<file path="src/rtl/ddr2_trk_pkg.sv">
package ddr2_trk_pkg;
  typedef enum logic [2:0] {
    CMD_NOP = 3'd0,
    CMD_ACT = 3'd1,
    CMD_RD  = 3'd2,
    CMD_WR  = 3'd3,
    CMD_PRE = 3'd4,
    CMD_REF = 3'd5,
    CMD_MRS = 3'd6,
    CMD_RSV = 3'd7
  } cmd_e;
endpackage

</file>
<file path="src/rtl/ddr2_cmd_decode.sv">
module ddr2_cmd_decode
  import ddr2_trk_pkg::*;
(
  input  logic cs_n,
  input  logic ras_n,
  input  logic cas_n,
  input  logic we_n,
  output cmd_e cmd
);
  always_comb begin
    if (cs_n) begin
      cmd = CMD_NOP;
    end else begin
      case ({ras_n, cas_n, we_n})
        3'b011:  cmd = CMD_ACT;
        3'b101:  cmd = CMD_RD;
        3'b100:  cmd = CMD_WR;
        3'b010:  cmd = CMD_PRE;
        3'b001:  cmd = CMD_REF;
        3'b000:  cmd = CMD_MRS;
        3'b111:  cmd = CMD_NOP;
        default: cmd = CMD_RSV;
      endcase
    end
  end
endmodule

</file>
<file path="src/rtl/ddr2_bank_slot.sv">
module ddr2_bank_slot #(
  parameter int ADDR_W    = 14,
  parameter int BURST_CYC = 4
) (
  input  logic              clk,
  input  logic              rst,
  input  logic              act_i,
  input  logic              close_i,
  input  logic              ap_i,
  input  logic [ADDR_W-1:0] row_i,
  output logic              open_o,
  output logic [ADDR_W-1:0] row_o
);
  localparam int CNT_W = $clog2(BURST_CYC + 1);
  localparam logic [CNT_W-1:0] CNT_LOAD = CNT_W'(BURST_CYC);
  localparam logic [CNT_W-1:0] CNT_ONE  = CNT_W'(1);

  logic              open_q;
  logic [ADDR_W-1:0] row_q;
  logic [CNT_W-1:0]  cnt_q;

  always_ff @(posedge clk) begin
    if (rst) begin
      open_q <= 1'b0;
      row_q  <= '0;
      cnt_q  <= '0;
    end else if (close_i) begin
      open_q <= 1'b0;
      cnt_q  <= '0;
    end else if (act_i) begin
      open_q <= 1'b1;
      row_q  <= row_i;
    end else if (ap_i) begin
      cnt_q  <= CNT_LOAD;
    end else if (cnt_q == CNT_ONE) begin
      open_q <= 1'b0;
      cnt_q  <= '0;
    end else if (cnt_q != '0) begin
      cnt_q  <= cnt_q - CNT_ONE;
    end
  end

  assign open_o = open_q;
  assign row_o  = row_q;

  // expiring timer closes the bank on the following edge
  p_ap_close_r10: assert property (@(posedge clk) disable iff (rst)
    (cnt_q == CNT_ONE && !close_i && !act_i && !ap_i) |=> !open_q);

  // activate opens the bank and captures the row
  p_act_opens_r3: assert property (@(posedge clk) disable iff (rst)
    (act_i && !close_i) |=> (open_q && row_q == $past(row_i)));
endmodule

</file>
<file path="src/rtl/ddr2_cmd_tracker.sv">
module ddr2_cmd_tracker
  import ddr2_trk_pkg::*;
#(
  parameter int NUM_BANKS = 8,
  parameter int ADDR_W    = 14,
  parameter int AP_BIT    = 10,
  parameter int BURST_CYC = 4
) (
  input  logic                         clk,
  input  logic                         rst,
  input  logic                         cs_n,
  input  logic                         ras_n,
  input  logic                         cas_n,
  input  logic                         we_n,
  input  logic [$clog2(NUM_BANKS)-1:0] ba,
  input  logic [ADDR_W-1:0]            addr,
  output logic [2:0]                   cmd_o,
  output logic [$clog2(NUM_BANKS)-1:0] bank_o,
  output logic [ADDR_W-1:0]            field_o,
  output logic                         auto_pre_o,
  output logic                         all_banks_o,
  output logic [ADDR_W-1:0]            open_row_o,
  output logic                         illegal_o,
  output logic [NUM_BANKS-1:0]         bank_open_o
);
  localparam int BANK_W = $clog2(NUM_BANKS);
  localparam logic [ADDR_W-1:0] COL_MASK = ~(ADDR_W'(1) << AP_BIT);

  cmd_e              dec;
  logic              tgt_open;
  logic              illegal_c;
  logic              is_rw;
  logic [NUM_BANKS-1:0] open_vec;
  logic [NUM_BANKS-1:0] act_vec, close_vec, ap_vec;
  logic [ADDR_W-1:0] row_arr [NUM_BANKS];

  ddr2_cmd_decode u_dec (
    .cs_n (cs_n),
    .ras_n(ras_n),
    .cas_n(cas_n),
    .we_n (we_n),
    .cmd  (dec)
  );

  assign tgt_open = open_vec[ba];
  assign is_rw    = (dec == CMD_RD) || (dec == CMD_WR);

  always_comb begin
    case (dec)
      CMD_ACT:        illegal_c = tgt_open;
      CMD_RD, CMD_WR: illegal_c = !tgt_open;
      CMD_REF:        illegal_c = |open_vec;
      CMD_RSV:        illegal_c = 1'b1;
      default:        illegal_c = 1'b0;
    endcase
  end

  for (genvar i = 0; i < NUM_BANKS; i++) begin : g_bank
    logic sel;
    assign sel          = (ba == BANK_W'(i));
    assign act_vec[i]   = (dec == CMD_ACT) && sel && !illegal_c;
    assign close_vec[i] = (dec == CMD_PRE) && (addr[AP_BIT] || sel);
    assign ap_vec[i]    = is_rw && sel && !illegal_c && addr[AP_BIT];

    ddr2_bank_slot #(
      .ADDR_W   (ADDR_W),
      .BURST_CYC(BURST_CYC)
    ) u_slot (
      .clk    (clk),
      .rst    (rst),
      .act_i  (act_vec[i]),
      .close_i(close_vec[i]),
      .ap_i   (ap_vec[i]),
      .row_i  (addr),
      .open_o (open_vec[i]),
      .row_o  (row_arr[i])
    );
  end

  always_ff @(posedge clk) begin
    if (rst) begin
      cmd_o       <= 3'(CMD_NOP);
      bank_o      <= '0;
      field_o     <= '0;
      auto_pre_o  <= 1'b0;
      all_banks_o <= 1'b0;
      open_row_o  <= '0;
      illegal_o   <= 1'b0;
    end else begin
      cmd_o       <= 3'(dec);
      illegal_o   <= illegal_c;
      bank_o      <= '0;
      field_o     <= '0;
      auto_pre_o  <= 1'b0;
      all_banks_o <= 1'b0;
      open_row_o  <= '0;
      case (dec)
        CMD_ACT: begin
          bank_o  <= ba;
          field_o <= addr;
        end
        CMD_RD, CMD_WR: begin
          bank_o     <= ba;
          field_o    <= addr & COL_MASK;
          auto_pre_o <= addr[AP_BIT];
          open_row_o <= illegal_c ? '0 : row_arr[ba];
        end
        CMD_PRE: begin
          bank_o      <= ba;
          all_banks_o <= addr[AP_BIT];
        end
        CMD_MRS: begin
          bank_o  <= ba;
          field_o <= addr;
        end
        default: ;
      endcase
    end
  end

  assign bank_open_o = open_vec;

  // deselected cycle reports a no-op
  p_deselect_nop_r1: assert property (@(posedge clk) disable iff (rst)
    cs_n |=> (cmd_o == 3'(CMD_NOP)));

  // precharge-all leaves no bank open
  p_pre_all_r6: assert property (@(posedge clk) disable iff (rst)
    (cmd_o == 3'(CMD_PRE) && all_banks_o) |-> (bank_open_o == '0));

  // an accepted refresh found every bank closed
  p_ref_idle_r9: assert property (@(posedge clk) disable iff (rst)
    (cmd_o == 3'(CMD_REF) && !illegal_o) |-> ($past(bank_open_o) == '0));

  // reserved code is always flagged
  p_rsv_flag_r11: assert property (@(posedge clk) disable iff (rst)
    (cmd_o == 3'(CMD_RSV)) |-> illegal_o);
endmodule

</file>
<file path="config.mk">
export PLATFORM = sky130hd
export DESIGN_NAME = ddr2_cmd_tracker
export DESIGN_NICKNAME = d
export VERILOG_FILES = /design/src/rtl/ddr2_trk_pkg.sv /design/src/rtl/ddr2_cmd_decode.sv /design/src/rtl/ddr2_bank_slot.sv /design/src/rtl/ddr2_cmd_tracker.sv
export SDC_FILE = /design/constraint.sdc
export NUM_CORES = 1
export LEC_CHECK = 0
export ABC_CLOCK_PERIOD_IN_PS = 2600
export BUFFER_PORTS_ARGS = -buffer_cell sky130_fd_sc_hd__buf_2
export CORE_MARGIN = 5
export CORE_UTILIZATION = 45
export CTS_BUF_LIST = sky130_fd_sc_hd__clkbuf_8
export CTS_CLUSTER_DIAMETER = 150
export CTS_CLUSTER_SIZE = 14
export DETAILED_ROUTE_END_ITERATION = 10
export HOLD_SLACK_MARGIN = 0.15
export MAX_ROUTING_LAYER = met4
export PLACE_DENSITY_LB_ADDON = 0.12
export SKIP_LAST_GASP = 1
export SLEW_MARGIN = 20
export SYNTH_ARGS = -nofsm -noshare
export SYNTH_HDL_FRONTEND = slang
export SYNTH_HIERARCHICAL = 1
export SYNTH_SLANG_ARGS = --single-unit
</file>
<file path="constraint.sdc">
create_clock -name clk -period 2.6 [get_ports clk]
set_clock_uncertainty 0.15 [all_clocks]
set_input_delay 0.26 -clock clk [delete_from_list [all_inputs] [get_ports clk]]
set_output_delay 0.26 -clock clk [all_outputs]
set_load 0.005 [all_outputs]
</file>
==> reports/qor.txt <==
================================================================================
Vias per Instance                                                           5.37
# fillers                                                                  1,623
Vias in the first global route                                             6,659
First-pass GRT wire length                                             35,300 um
Crit Path Max Fanout                                                           8
Top achievable clock speed                                             0.396 GHz
Number of clock buffers inserted by TritonCTS                                 17
Final count of pins violating max slew                                         0
Overall die width                                                         144 um
Relative slew slack                                                        59.4%
Final setup viols                                                              0
Number of buffers added for setup after CTS                                    0
Post-Place Worst Slack                                                   -290 ps
Worst r2r src                                                       g_bank[5].u_slot/open_o$_SDFFE_PP0P_
Portion of the post-synthesis area used by sequential elements             44.6%
Area delta synth->final                                                    22.9%
Initial detailed-routing violation count                                     539
Drt drc                                                                        0
Number of diodes                                                               0
Hold Crit Start                                                             we_n
Distinct cell type count of the synthesized netlist                           38
Number of antenna violations at the first check in global routing              1
TritonCTS clock tree                                                        done
Hold Vio Cnt, Final                                                            0
Minimum setup slack in the final design                                  74.8 ps
Total wire length after detailed routing                               22,000 um
Slew at the pin with the worst max-slew slack                             610 ps
Die H                                                                     144 um
Sum of net half-perimeters after detailed placement                    14,500 um
Via count of the routed design                                             7,016
FF+latch count, synth                                                        181
Largest area contributor in the netlist                             sky130_fd_sc_hd__dfxtp_1
Number of clock sinks                                                        181
Path type of the worst min-delay path                                     in2reg
Routed length per instance                                               16.8 um
Most used cells in the layout excluding fill and tap cells          sky130_fd_sc_hd__nand2_1, sky130_fd_sc_hd__dfxtp_1, sky130_fd_sc_hd__a21oi_1, sky130_fd_sc_hd__buf_4, sky130_fd_sc_hd__buf_2
Worst path arrival time                                                  2760 ps
Data required time of the critical path                                  2830 ps
Post-DP Area                                                           9330 um^2
Clock period minus worst slack                                           2530 ps
Count of port buffers added during placement                                  67
Count of antenna-violating nets left after detailed routing                    0
Post-Syn Nets                                                                958
Fin crit share                                                             97.1%
Cell Pwr Density                                                     643 nW/um^2
Effective utilization at floorplan                                         45.4%
Syn. warnings                                                                  6
Setup repair after global routing missed its margin                         true
Clock latency reported for the late side of the worst-skew pair           470 ps
Number of cells on the worst reg-to-reg path                                   7
Leading cell type in the layout, fill and taps excluded             sky130_fd_sc_hd__nand2_1
Synthesized cell area                                                  8130 um^2
Routability congestion estimate from global placement                      0.854
Yosys top cell area share                                                  44.6%
Library cell used as clock root buffer                              sky130_fd_sc_hd__clkbuf_8
Cell count after synthesis                                                   911
Endpoint of the most critical register-to-register path             g_bank[7].u_slot/cnt_q[1]$_SDFFE_PP0P_
Layout cell share with drive strength beyond 1                             23.5%
Total gr overflow                                                              0
Startpoint types                                                       flip-flop
FF-to-FF setup slack                                                       70 ps
Total I/O pin count                                                           68
Critical Setup Path Class                                                reg2reg
Cell area after layout                                                10000 um^2
Outcome                                                             complete, no violations
Critical Path End Type                                                 flip-flop
Depth of the CTS H-tree                                                        4
Number of nets in the layout                                               1,111
Number of detailed-route iterations in the first pass                          7
Number of max-capacitance violations reported                                  0
Clk pin slew, worst setup/hold paths                                      100 ps
Die area                                                             20,900 um^2
Cells taking the most area after synthesis                          sky130_fd_sc_hd__dfxtp_1, sky130_fd_sc_hd__nand2_1, sky130_fd_sc_hd__a21oi_1, sky130_fd_sc_hd__mux4_2, sky130_fd_sc_hd__ha_1
Total routing resource utilization after global routing                    22.1%
VDD IR-drop max                                                         0.333 mV
Core Rows                                                                     49
End of the critical path                                            g_bank[7].u_slot/cnt_q[1]$_SDFFE_PP0P_
Sum of negative setup slack                                                 0 ps
Buffer levels on the longest clock path                                        2
Average cell area after synthesis                                      8.93 um^2
Largest net degree at the start of global routing                            111
Worst setup path start                                              g_bank[5].u_slot/open_o$_SDFFE_PP0P_
Placeable core area                                                  17,900 um^2
Leakage power total                                                      3.85 nW
================================================================================
## metrics by stage
stage               power, mW  utilization, %  std cells  hold WS [ps]
floorplan                4.06               -        911           232
finish                   6.43            55.8       1306           201
CTS                      6.45            55.4       1305           189
global route             6.81            55.8       1306           220
global placement         4.52            52.1       1254           289
detailed placement       4.52            52.1       1254           296
## where the power goes
group	internal (mW)	switching, mW
Sequential	2.94	0.114
Combinational	0.734	0.734
Clock	0.816	1.09
## cell type report
type                       instances  area, um^2  share of cell area (%)
clock buffer                      18         248                    2.48
multi-input combinational        652        4200                    42.0
timing repair buffer             185        1400                    14.0
clock inverter                    14         140                    1.40
inverter                          27         101                    1.01
tap                              229         287                    2.87
sequential                       181        3620                    36.3
## critical path, stage by stage (launching register included)
cell and delay (ps):
sky130_fd_sc_hd__dfxtp_1 370, sky130_fd_sc_hd__mux2i_2 90, sky130_fd_sc_hd__a21oi_2 320, sky130_fd_sc_hd__o211a_1 450, sky130_fd_sc_hd__nor3_1 110, sky130_fd_sc_hd__buf_4 180, sky130_fd_sc_hd__or4_1 510, sky130_fd_sc_hd__a211oi_1 260
## Yosys cell counts
master                        n
sky130_fd_sc_hd__nand2_1    232
sky130_fd_sc_hd__dfxtp_1    181
sky130_fd_sc_hd__a21oi_1    130
sky130_fd_sc_hd__nor3_1      41
sky130_fd_sc_hd__mux4_2      28
sky130_fd_sc_hd__inv_1       27
sky130_fd_sc_hd__ha_1        24
sky130_fd_sc_hd__or4_1       24
sky130_fd_sc_hd__clkbuf_1    23
sky130_fd_sc_hd__a211oi_1    17
sky130_fd_sc_hd__mux2i_1     17
sky130_fd_sc_hd__nor4b_1     17
sky130_fd_sc_hd__and2_1      16
sky130_fd_sc_hd__o21ai_0     16
sky130_fd_sc_hd__nor2_1      15
sky130_fd_sc_hd__buf_2       13
sky130_fd_sc_hd__nor2b_1     13
sky130_fd_sc_hd__nand2b_1    12
sky130_fd_sc_hd__buf_6       10
sky130_fd_sc_hd__and2b_1      8
sky130_fd_sc_hd__o21bai_1     8
sky130_fd_sc_hd__o41ai_1      8
sky130_fd_sc_hd__or3b_2       8
sky130_fd_sc_hd__buf_4        5
sky130_fd_sc_hd__nand3b_1     3
sky130_fd_sc_hd__nor3b_1      2
sky130_fd_sc_hd__o2111ai_1    2
sky130_fd_sc_hd__a2bb2oi_2    1
sky130_fd_sc_hd__a311o_1      1
sky130_fd_sc_hd__a31o_1       1
sky130_fd_sc_hd__and3_2       1
sky130_fd_sc_hd__buf_1        1
sky130_fd_sc_hd__nand3_1      1
sky130_fd_sc_hd__nor4_1       1
sky130_fd_sc_hd__o211a_1      1
sky130_fd_sc_hd__o311ai_4     1
sky130_fd_sc_hd__or3b_4       1
sky130_fd_sc_hd__xnor2_1      1
## flip-flops by register name, summed over array words and instances (netlist names)
register / flops
illegal_o: 1
cmd_o: 3
auto_pre_o: 1
g_bank.u_slot/cnt_q: 24
g_bank.u_slot/row_o: 112
g_bank.u_slot/open_o: 8
bank_o: 3
all_banks_o: 1
field_o: 14
open_row_o: 14
## routing by layer
layer  track usage (%)  share of wire (%)
met1              30.5                 47
met2              33.3                 46
met3              3.90                6.1
met4              6.68                1.4
met5                 -                  0
## worst min-delay path by stage
stage                                                   end  cells past startpoint  slack (ps)
floorplan                             field_o[0]$_SDFF_PP0_                      1         230
global placement    g_bank[3].u_slot/row_o[11]$_SDFFE_PP0P_                      2         290
detailed placement   g_bank[3].u_slot/row_o[8]$_SDFFE_PP0P_                      2         300
CTS                                  field_o[10]$_SDFF_PP0_                      6         190
global route                         field_o[10]$_SDFF_PP0_                      6         220
finish                               field_o[10]$_SDFF_PP0_                      6         200
## logic make-up after synthesis
logic type | Yosys count | synth area share, %
AOI/OAI and AO/OA | 186 | 13.2
xor gates and xnor gates | 1 | 0.108
adders and majority gates | 24 | 3.69
buffers and inverters | 79 | 5.00
DFF | 181 | 44.6
muxes | 45 | 9.85
and+or+nand+nor | 395 | 23.6
## timing repair
item | in CTS | in global routing
resized for setup | 1 | 14
gates cloned | 0 | 1
pin swaps | 0 | 2
endpoints found under the setup margin | 9 | 96
hold buffers | 19 | 0
endpoints found under the hold margin | 140 | 0
No activity file was read; power rests on OpenSTA's default activity.
